--- src/rtl/cfg_pkt_parser.sv ---
module cfg_pkt_parser #(
  parameter logic [31:0] SYNC_WORD = 32'hAA995566
) (
  input  logic        clk,
  input  logic        rst_n,
  input  logic [7:0]  in_data,
  input  logic        in_valid,
  output logic        in_ready,
  input  logic        desync,
  output logic        synced,
  output logic        reg_wr,
  output logic [31:0] reg_wdata,
  output logic [13:0] reg_addr,
  output logic        rd_req,
  output logic [26:0] rd_count,
  output logic        seq_err,
  output logic        type_err
);
  localparam logic [2:0] HT_ADDR = 3'b001;
  localparam logic [2:0] HT_EXT  = 3'b010;
  localparam logic [1:0] OP_NOP  = 2'b00;
  localparam logic [1:0] OP_RD   = 2'b01;
  localparam logic [1:0] OP_WR   = 2'b10;

  logic [31:0] hunt_q;
  logic [23:0] part_q;
  logic [1:0]  bcnt_q;
  logic        pay_q;
  logic [26:0] left_q;
  logic        t1_q;

  logic        take;
  logic [31:0] hunt_nx, word;
  logic [2:0]  htype;
  logic [1:0]  op;
  logic [12:0] cnt_s;
  logic [26:0] cnt_l;

  assign in_ready = rst_n;
  assign take     = in_valid && in_ready;
  assign hunt_nx  = {hunt_q[23:0], in_data};
  assign word     = {part_q, in_data};
  assign htype    = word[31:29];
  assign op       = word[28:27];
  assign cnt_s    = word[12:0];
  assign cnt_l    = word[26:0];

  always_ff @(posedge clk) begin
    if (!rst_n) begin
      hunt_q    <= '0;
      part_q    <= '0;
      bcnt_q    <= '0;
      pay_q     <= 1'b0;
      left_q    <= '0;
      t1_q      <= 1'b0;
      synced    <= 1'b0;
      reg_wr    <= 1'b0;
      reg_wdata <= '0;
      reg_addr  <= '0;
      rd_req    <= 1'b0;
      rd_count  <= '0;
      seq_err   <= 1'b0;
      type_err  <= 1'b0;
    end else begin
      reg_wr <= 1'b0;
      rd_req <= 1'b0;
      if (desync) begin
        synced <= 1'b0;
        hunt_q <= '0;
        bcnt_q <= '0;
        pay_q  <= 1'b0;
        t1_q   <= 1'b0;
      end else if (take) begin
        if (!synced) begin
          hunt_q <= hunt_nx;
          if (hunt_nx == SYNC_WORD) begin
            synced <= 1'b1;
            bcnt_q <= '0;
          end
        end else begin
          bcnt_q <= bcnt_q + 2'd1;
          part_q <= {part_q[15:0], in_data};
          if (bcnt_q == 2'd3) begin
            if (pay_q) begin
              reg_wr    <= 1'b1;
              reg_wdata <= word;
              left_q    <= left_q - 27'd1;
              if (left_q == 27'd1) pay_q <= 1'b0;
            end else begin
              case (htype)
                HT_ADDR: begin
                  if (op != OP_NOP) begin
                    reg_addr <= word[26:13];
                    t1_q     <= 1'b1;
                  end else begin
                    t1_q     <= 1'b0;
                  end
                  if (op == OP_WR && cnt_s != 13'd0) begin
                    pay_q  <= 1'b1;
                    left_q <= {14'd0, cnt_s};
                  end
                  if (op == OP_RD) begin
                    rd_req   <= 1'b1;
                    rd_count <= {14'd0, cnt_s};
                  end
                end
                HT_EXT: begin
                  t1_q <= 1'b0;
                  if (!t1_q) begin
                    seq_err <= 1'b1;
                  end else begin
                    if (op == OP_WR && cnt_l != 27'd0) begin
                      pay_q  <= 1'b1;
                      left_q <= cnt_l;
                    end
                    if (op == OP_RD) begin
                      rd_req   <= 1'b1;
                      rd_count <= cnt_l;
                    end
                  end
                end
                default: begin
                  type_err <= 1'b1;
                  t1_q     <= 1'b0;
                end
              endcase
            end
          end
        end
      end
    end
  end


  presync_quiet_chk: assert property (@(posedge clk) disable iff (!rst_n)
    !synced |=> (!reg_wr && !rd_req));


  wr_needs_sync_chk: assert property (@(posedge clk) disable iff (!rst_n)
    (reg_wr || rd_req) |-> synced);


  wr_spacing_chk: assert property (@(posedge clk) disable iff (!rst_n)
    reg_wr |=> !reg_wr);


  burst_addr_chk: assert property (@(posedge clk) disable iff (!rst_n)
    (reg_wr && $past(rst_n)) |-> $stable(reg_addr));


  one_cmd_chk: assert property (@(posedge clk) disable iff (!rst_n)
    $onehot0({reg_wr, rd_req}));


  seq_sticky_chk: assert property (@(posedge clk) disable iff (!rst_n)
    seq_err |=> seq_err);


  type_sticky_chk: assert property (@(posedge clk) disable iff (!rst_n)
    type_err |=> type_err);


  ready_chk: assert property (@(posedge clk) disable iff (!rst_n)
    in_ready);
endmodule

--- config.mk ---
export PLATFORM = sky130hd
export DESIGN_NAME = cfg_pkt_parser
export DESIGN_NICKNAME = d
export VERILOG_FILES = /design/src/rtl/cfg_pkt_parser.sv
export SDC_FILE = /design/constraint.sdc
export NUM_CORES = 1
export LEC_CHECK = 0
export BUFFER_PORTS_ARGS = -buffer_cell sky130_fd_sc_hd__buf_2
export CAP_MARGIN = 10
export CELL_PAD_IN_SITES_DETAIL_PLACEMENT = 0
export CELL_PAD_IN_SITES_GLOBAL_PLACEMENT = 1
export CORE_MARGIN = 3
export CORE_UTILIZATION = 42
export DETAILED_ROUTE_END_ITERATION = 7
export HOLD_SLACK_MARGIN = 0.06
export PLACE_DENSITY_LB_ADDON = 0.1
export SLEW_MARGIN = 20
export SYNTH_ARGS = -nofsm -noshare
export SYNTH_HDL_FRONTEND = slang
export SYNTH_SLANG_ARGS = --single-unit
export TNS_END_PERCENT = 30
--- constraint.sdc ---
create_clock -name clk -period 2.68 [get_ports clk]
set_clock_uncertainty 0.15 [all_clocks]
set_input_delay 0.402 -clock clk [delete_from_list [all_inputs] [get_ports clk]]
set_output_delay 0.402 -clock clk [all_outputs]
set_load 0.02 [all_outputs]
==> Word level (Yosys, flattened, before mapping) <==
Index checks and enable logic that the tools add are counted.
{ "classes": {"n_mux": 25, "n_eq_ne": 13, "bitwise_logic": 8, "addsub": 2, "reduce_logical": 24} }
{ "ops": {"columns": ["cell", "count"], "rows": [
  ["$mux 27", 7],
  ["$pmux 27 s2", 2],
  ["$eq 32x32->1 const B", 1],
  ["$eq 27x1->1 const B", 1],
  ["$reduce_bool 27->1", 1],
  ["$sub 27x1->27 const B", 1],
  ["$reduce_and 7->1", 2],
  ["$reduce_bool 13->1", 1],
  ["$mux 1", 12],
  ["$ne 3x3->1 const B", 3],
  ["$reduce_and 9->1", 1],
  ["$not 1->1", 8],
  ["$reduce_and 8->1", 1],
  ["$ne 2x2->1 const B", 3],
  ["$reduce_and 3->1", 2],
  ["$reduce_and 6->1", 1],
  ["$reduce_bool 2->1", 3],
  ["$reduce_or 6->1", 1],
  ["$reduce_and 5->1", 1],
  ["$reduce_or 5->1", 1],
  ["$eq 2x2->1 const B", 2],
  ["$mux 2", 2],
  ["$pmux 1 s2", 2],
  ["$reduce_and 2->1", 2],
  ["8 further kinds", 11]
]} }
{ "totals": {"register_bits": 157, "inputBits": 12, "wordCells": 86, "out_inout_bits": 79} }

==> Logic depth before layout (Yosys ltp) <==
{ "depth": {"ltp_word": 6, "mapped_depth": 10, "mapped_depth_nobuf": 8} }

==> Worst setup path before layout <==
Ideal clock, no wire load.
{ "synth_timing": {"kind": "input-to-reg", "start": "input port rst_n", "end": "register left_q[18]", "n_path_buf": 3, "setup_slack_ns": 0.314, "setup_ns": 0.123, "required_time_ns": 2.407, "arrival_ns": 2.093, "path_stages": 9, "cell_sequence": "buf_2 > nand4_1 > or3_1 > clkbuf_1 > a21oi_1 > o21a_1 > nor2_1 > buf_2 > a221o_2"} }
{ "synth_via": {"elab_chain_cells": 2} }
{ "synth_lines": {"columns": ["element", "line", "source"], "rows": [
  ["start: declaration", "5", "input logic rst_n,"],
  ["$logic_and 1x1->1", "40", "assign take = in_valid && in_ready;"],
  ["$reduce_and 8->1 (no source line)", null, null],
  ["end signal: assignment", "87", "left_q <= left_q - 27'd1;"],
  ["end signal: assignment", "100", "left_q <= {14'd0, cnt_s};"],
  ["end signal: assignment", "114", "left_q <= cnt_l;"],
  ["end: declaration", "29", "logic [26:0] left_q;"]
]} }
Parallel ways exist; a longest one is shown, timed or not.
A chain may end at the register's enable or synchronous reset.

==> Worst setup path after layout <==
{ "layout_timing": {"start": "register left_q[18]", "end": "register left_q[25]"} }
{ "layout_via": {"elab_chain_cells": 2} }
{ "layout_lines": {"columns": ["element", "line", "source"], "rows": [
  ["$sub 27x1->27", "87", null],
  ["$mux 27", "84", "if (pay_q) begin"]
]} }
Every way passes these cells.

==> summary.txt <==
Power and ir drop
  – Total power divided by cell area: about 610 nW/um2
  – Combinational fraction of design power: under 10%
  – Sequential power share: 48.1%
  – Int Pwr: around 3700 uW
  – NetSw: approximately 1200 uW
  – Leak: about 0.0032 uW
  – Power share of the clock group: around 50%
  – Sw Share: 23.8%
  – Peak supply drop: approximately 0.00047 V

Routing
  – Via Count: around 6300
  – Routed wl met3: roughly 1400 um
  – Mean routed wirelength per cell: ~18 um
  – Remaining DRCs: 0
  – Vias/cell: roughly 5.6
  – Iter 0 DRT Violations: around 560
  – Drt pass-1 iters: 7
  – Final Routed Wirelength: roughly 20000 um
  – Routed metal-1 wirelength: 9020 um
  – Met2 routed wirelength: between 9000 and 10000 um
  – Highest routed layer: met4
  – DRT antenna net count: 0

Final layout
  – Layout cell share with drive strength beyond 1: 20.1%
  – Nets: about 950
  – Diodes inserted: 0
  – Area Growth Syn to Fin: 22.7%

STA
  – Slew Limit Fails: 0
  – RSZ-0062 raised after global routing: no
  – Max Freq: just over 400 MHz
  – Final setup fails: 0
  – Final hold vios: 0
  – WHS: between 0.1 and 0.15 ns
  – Max transition margin: a little under two fifths
  – Setup TNS: 0 ns
  – Min Clock Period, post-route: 2.47 ns
  – Final period util: between 90% and 100%
  – Worst slew pin tran: between 0.9 and 1 ns

CTS
  – H-tree levels: 4
  – Root Driver: clkbuf_16
  – Setup bufs post-CTS: 0
  – Worst-Skew Late Latency: ~0.43 ns
  – Clock buffer depth: 2
  – # hold bufs at CTS: 0
  – Cts repair resizes: 0
  – CTS clock-pin slew for the worst setup and hold paths: around 0.060 ns
  – CTS tree: yes
  – CTS Buf Count: 17
  – Clock Sinks: about 160

Synthesis
  – Post-synth cell types: 57
  – Net Count, Synth: about 840
  – Largest area contributor in the netlist: dfxtp_1
  – Ranking of synthesized cells by area: dfxtp_1 49%, nand2_1 14%, a21oi_1 10%, nor2_1 2.7%, mux2i_1 2.6%
  – Ys flop type: dfxtp_1
  – Avg Inst Size Synth: a little under 8 um2
  – Synth warnings: 0
  – FFs w/ async S/R, synth: 0%
  – Synth Cell Area: 6470 um2
  – Top cell type's share of synthesized area: 48.6%
  – Number of synthesized register bits: roughly 160
  – Number of synthesized flops with an enable pin: 0
  – Register area share after synthesis: between 40% and 50%
  – Post-Syn Instances: between 800 and 900

Floorplan
  – Die ar.: roughly 17000 um2
  – Starting density of the core: between 40% and 50%
  – Die Ht: 130 um
  – Std cell rows: 44
  – Core Footprint: 14800 um2
  – Chip width: roughly 130 um
  – Ports: 91

GRT
  – Largest net degree at the start of global routing: 92
  – GRT Util Overall: around a quarter
  – Initial antenna violation count: 0
  – Grt ovf: 0
  – First-pass GRT wire length: 31400 um
  – Vias in the first global route: 5870

Min path
  – Hold crit path type: primary input to register

Setup path
  – Worst EP required: between 2 and 3 ns
  – Crit end category: register
  – Max FO, Critical Path: 7
  – Startpoint Class: register
  – Critical path class: register to register
  – CP arrival: ~2.6 ns

Flow run
  – Max-Cap Viols: 0

Placement
  – Hpwl dp: between 10000 and 15000 um
  – RePlAce Congestion: approximately 0.86
  – Port Buffers: 90

Outcome
  – Outcome: complete, no violations
==> synth_stat cells, drive strengths merged (2+ instances only) <==
cell	count
a211o	2
a21oi	130
a221o	9
a311o	2
a31o	2
a31oi	5
a32o	2
a32oi	2
a41oi	3
and3	5
and4	2
buf	12
clkbuf	40
clkinv	2
dfxtp	157
ha	3
inv	7
mux2i	17
nand2	235
nand2b	5
nand3	32
nand4	11
nand4b	4
nor2	47
nor2b	2
nor3	14
nor4	17
nor4bb	2
o211ai	5
o21a	2
o21ai	13
o22ai	3
or2	2
or3	3
or4	7
xor2	2
==> layout make-up <==
class | instances | area [um2]
Clock buffer | 18 | 439
Clock inverter | 14 | 153
Fill cell | 1442 | 6870
Inverter | 9 | 33.8
Multi-Input combinational cell | 602 | 3080
Sequential cell | 157 | 3140
Tap cell | 184 | 230
Timing Repair Buffer | 143 | 861
==> critical path, stage by stage (launching register included) <==
cell and delay [ns]:
dfxtp_1 0.37, or4_4 0.57, or3_4 0.37, or4_4 0.42, mux2i_1 0.17, nor2_1 0.05
a221o_1 0.26
==> power groups by stage <==
stage               combinational, uW  sequential (uW)  clock (uW)
CTS                               114             2340        2450
global placement                  113             2390           0
finish                            116             2340        2410
detailed placement                114             2390           0
global route                      125             2340        2560
floorplan                        59.0             2390           0
==> state kept, by name, summed over array words and instances, names as in the netlist <==
signal,cells
synced,1
bcnt_q,2
pay_q,1
left_q,27
rd_req,1
t1_q,1
hunt_q,24
seq_err,1
type_err,1
reg_wdata,32
part_q,24
reg_addr,14
reg_wr,1
rd_count,27
==> path summary, 6_finish.rpt <==
path | start | to | slack, ns | depth (start not counted)
worst max-delay path | left_q[18]$_SDFFE_PN0P_ | left_q[25]$_SDFFE_PN0P_ | 0.21 | 6
worst min-delay path | rst_n | seq_err$_SDFFE_PN0P_ | 0.12 | 3
worst max register to register | left_q[18]$_SDFFE_PN0P_ | left_q[25]$_SDFFE_PN0P_ | 0.21 | 6
worst min register to register | rd_count[21]$_SDFFE_PN0P_ | rd_count[21]$_SDFFE_PN0P_ | 0.30 | 2
==> metal layers <==
| metal | global-route usage [%] | vias to the layer above |
|---|---|---|
| met4 | 7.64 | 0 |
| met1 | 32.4 | 2975 |
| li1 | - | 3078 |
| met2 | 37.3 | 204 |
| met3 | 6.30 | 24 |
| met5 | 0 | - |
==> through the flow <==
stage / cells / setup slack [ns] / total power, uW / area (um2) / utilization [%]
3_5_place_dp: 1095 / 0.0694 / 2500 / 7350 / 49.6
5_1_grt: 1127 / 0.0705 / 5020 / 7940 / 53.6
2_1_floorplan: 820 / 0.314 / 2450 / 6470 / -
3_3_place_gp: 1095 / 0.0608 / 2500 / 7350 / 49.6
6_report: 1127 / 0.206 / 4860 / 7940 / 53.6
4_1_cts: 1127 / 0.210 / 4900 / 7940 / 53.6
==> kinds of logic (layout without fill, tap and decap cells) <==
kind of cell    Yosys count  after routing  share of synthesized area [%]
compound gates          187            187                           16.9
xor+xnor                  2              2                          0.271
fa+ha+maj                 3              3                          0.580
buf+inv                  61            184                           3.81
flops                   157            157                           48.6
mux                      18             18                           2.80
simple gates            392            392                           27.1
==> cells in the final DEF (no fill, tap or decap), types with 3 or more instances in the layout <==
cell,Yosys,routed
mux2i_1,17,17
nand4_1,11,11
inv_8,0,3
nor3_1,14,14
dfxtp_1,157,157
or4_1,3,3
nand4b_1,4,4
nor2_1,47,47
and3_1,5,5
nand3_1,32,32
a41oi_1,3,3
a21oi_1,130,130
o21ai_0,13,12
inv_1,5,5
clkinv_4,0,3
buf_2,8,90
a221o_1,8,8
a31oi_1,5,5
o22ai_1,3,3
clkbuf_16,0,17
nand2_1,235,235
nand2b_1,5,5
buf_4,1,52
nor4_1,16,16
inv_6,0,3
o211ai_1,5,5
ha_1,3,3
No activity file was read; power rests on OpenSTA's default activity.
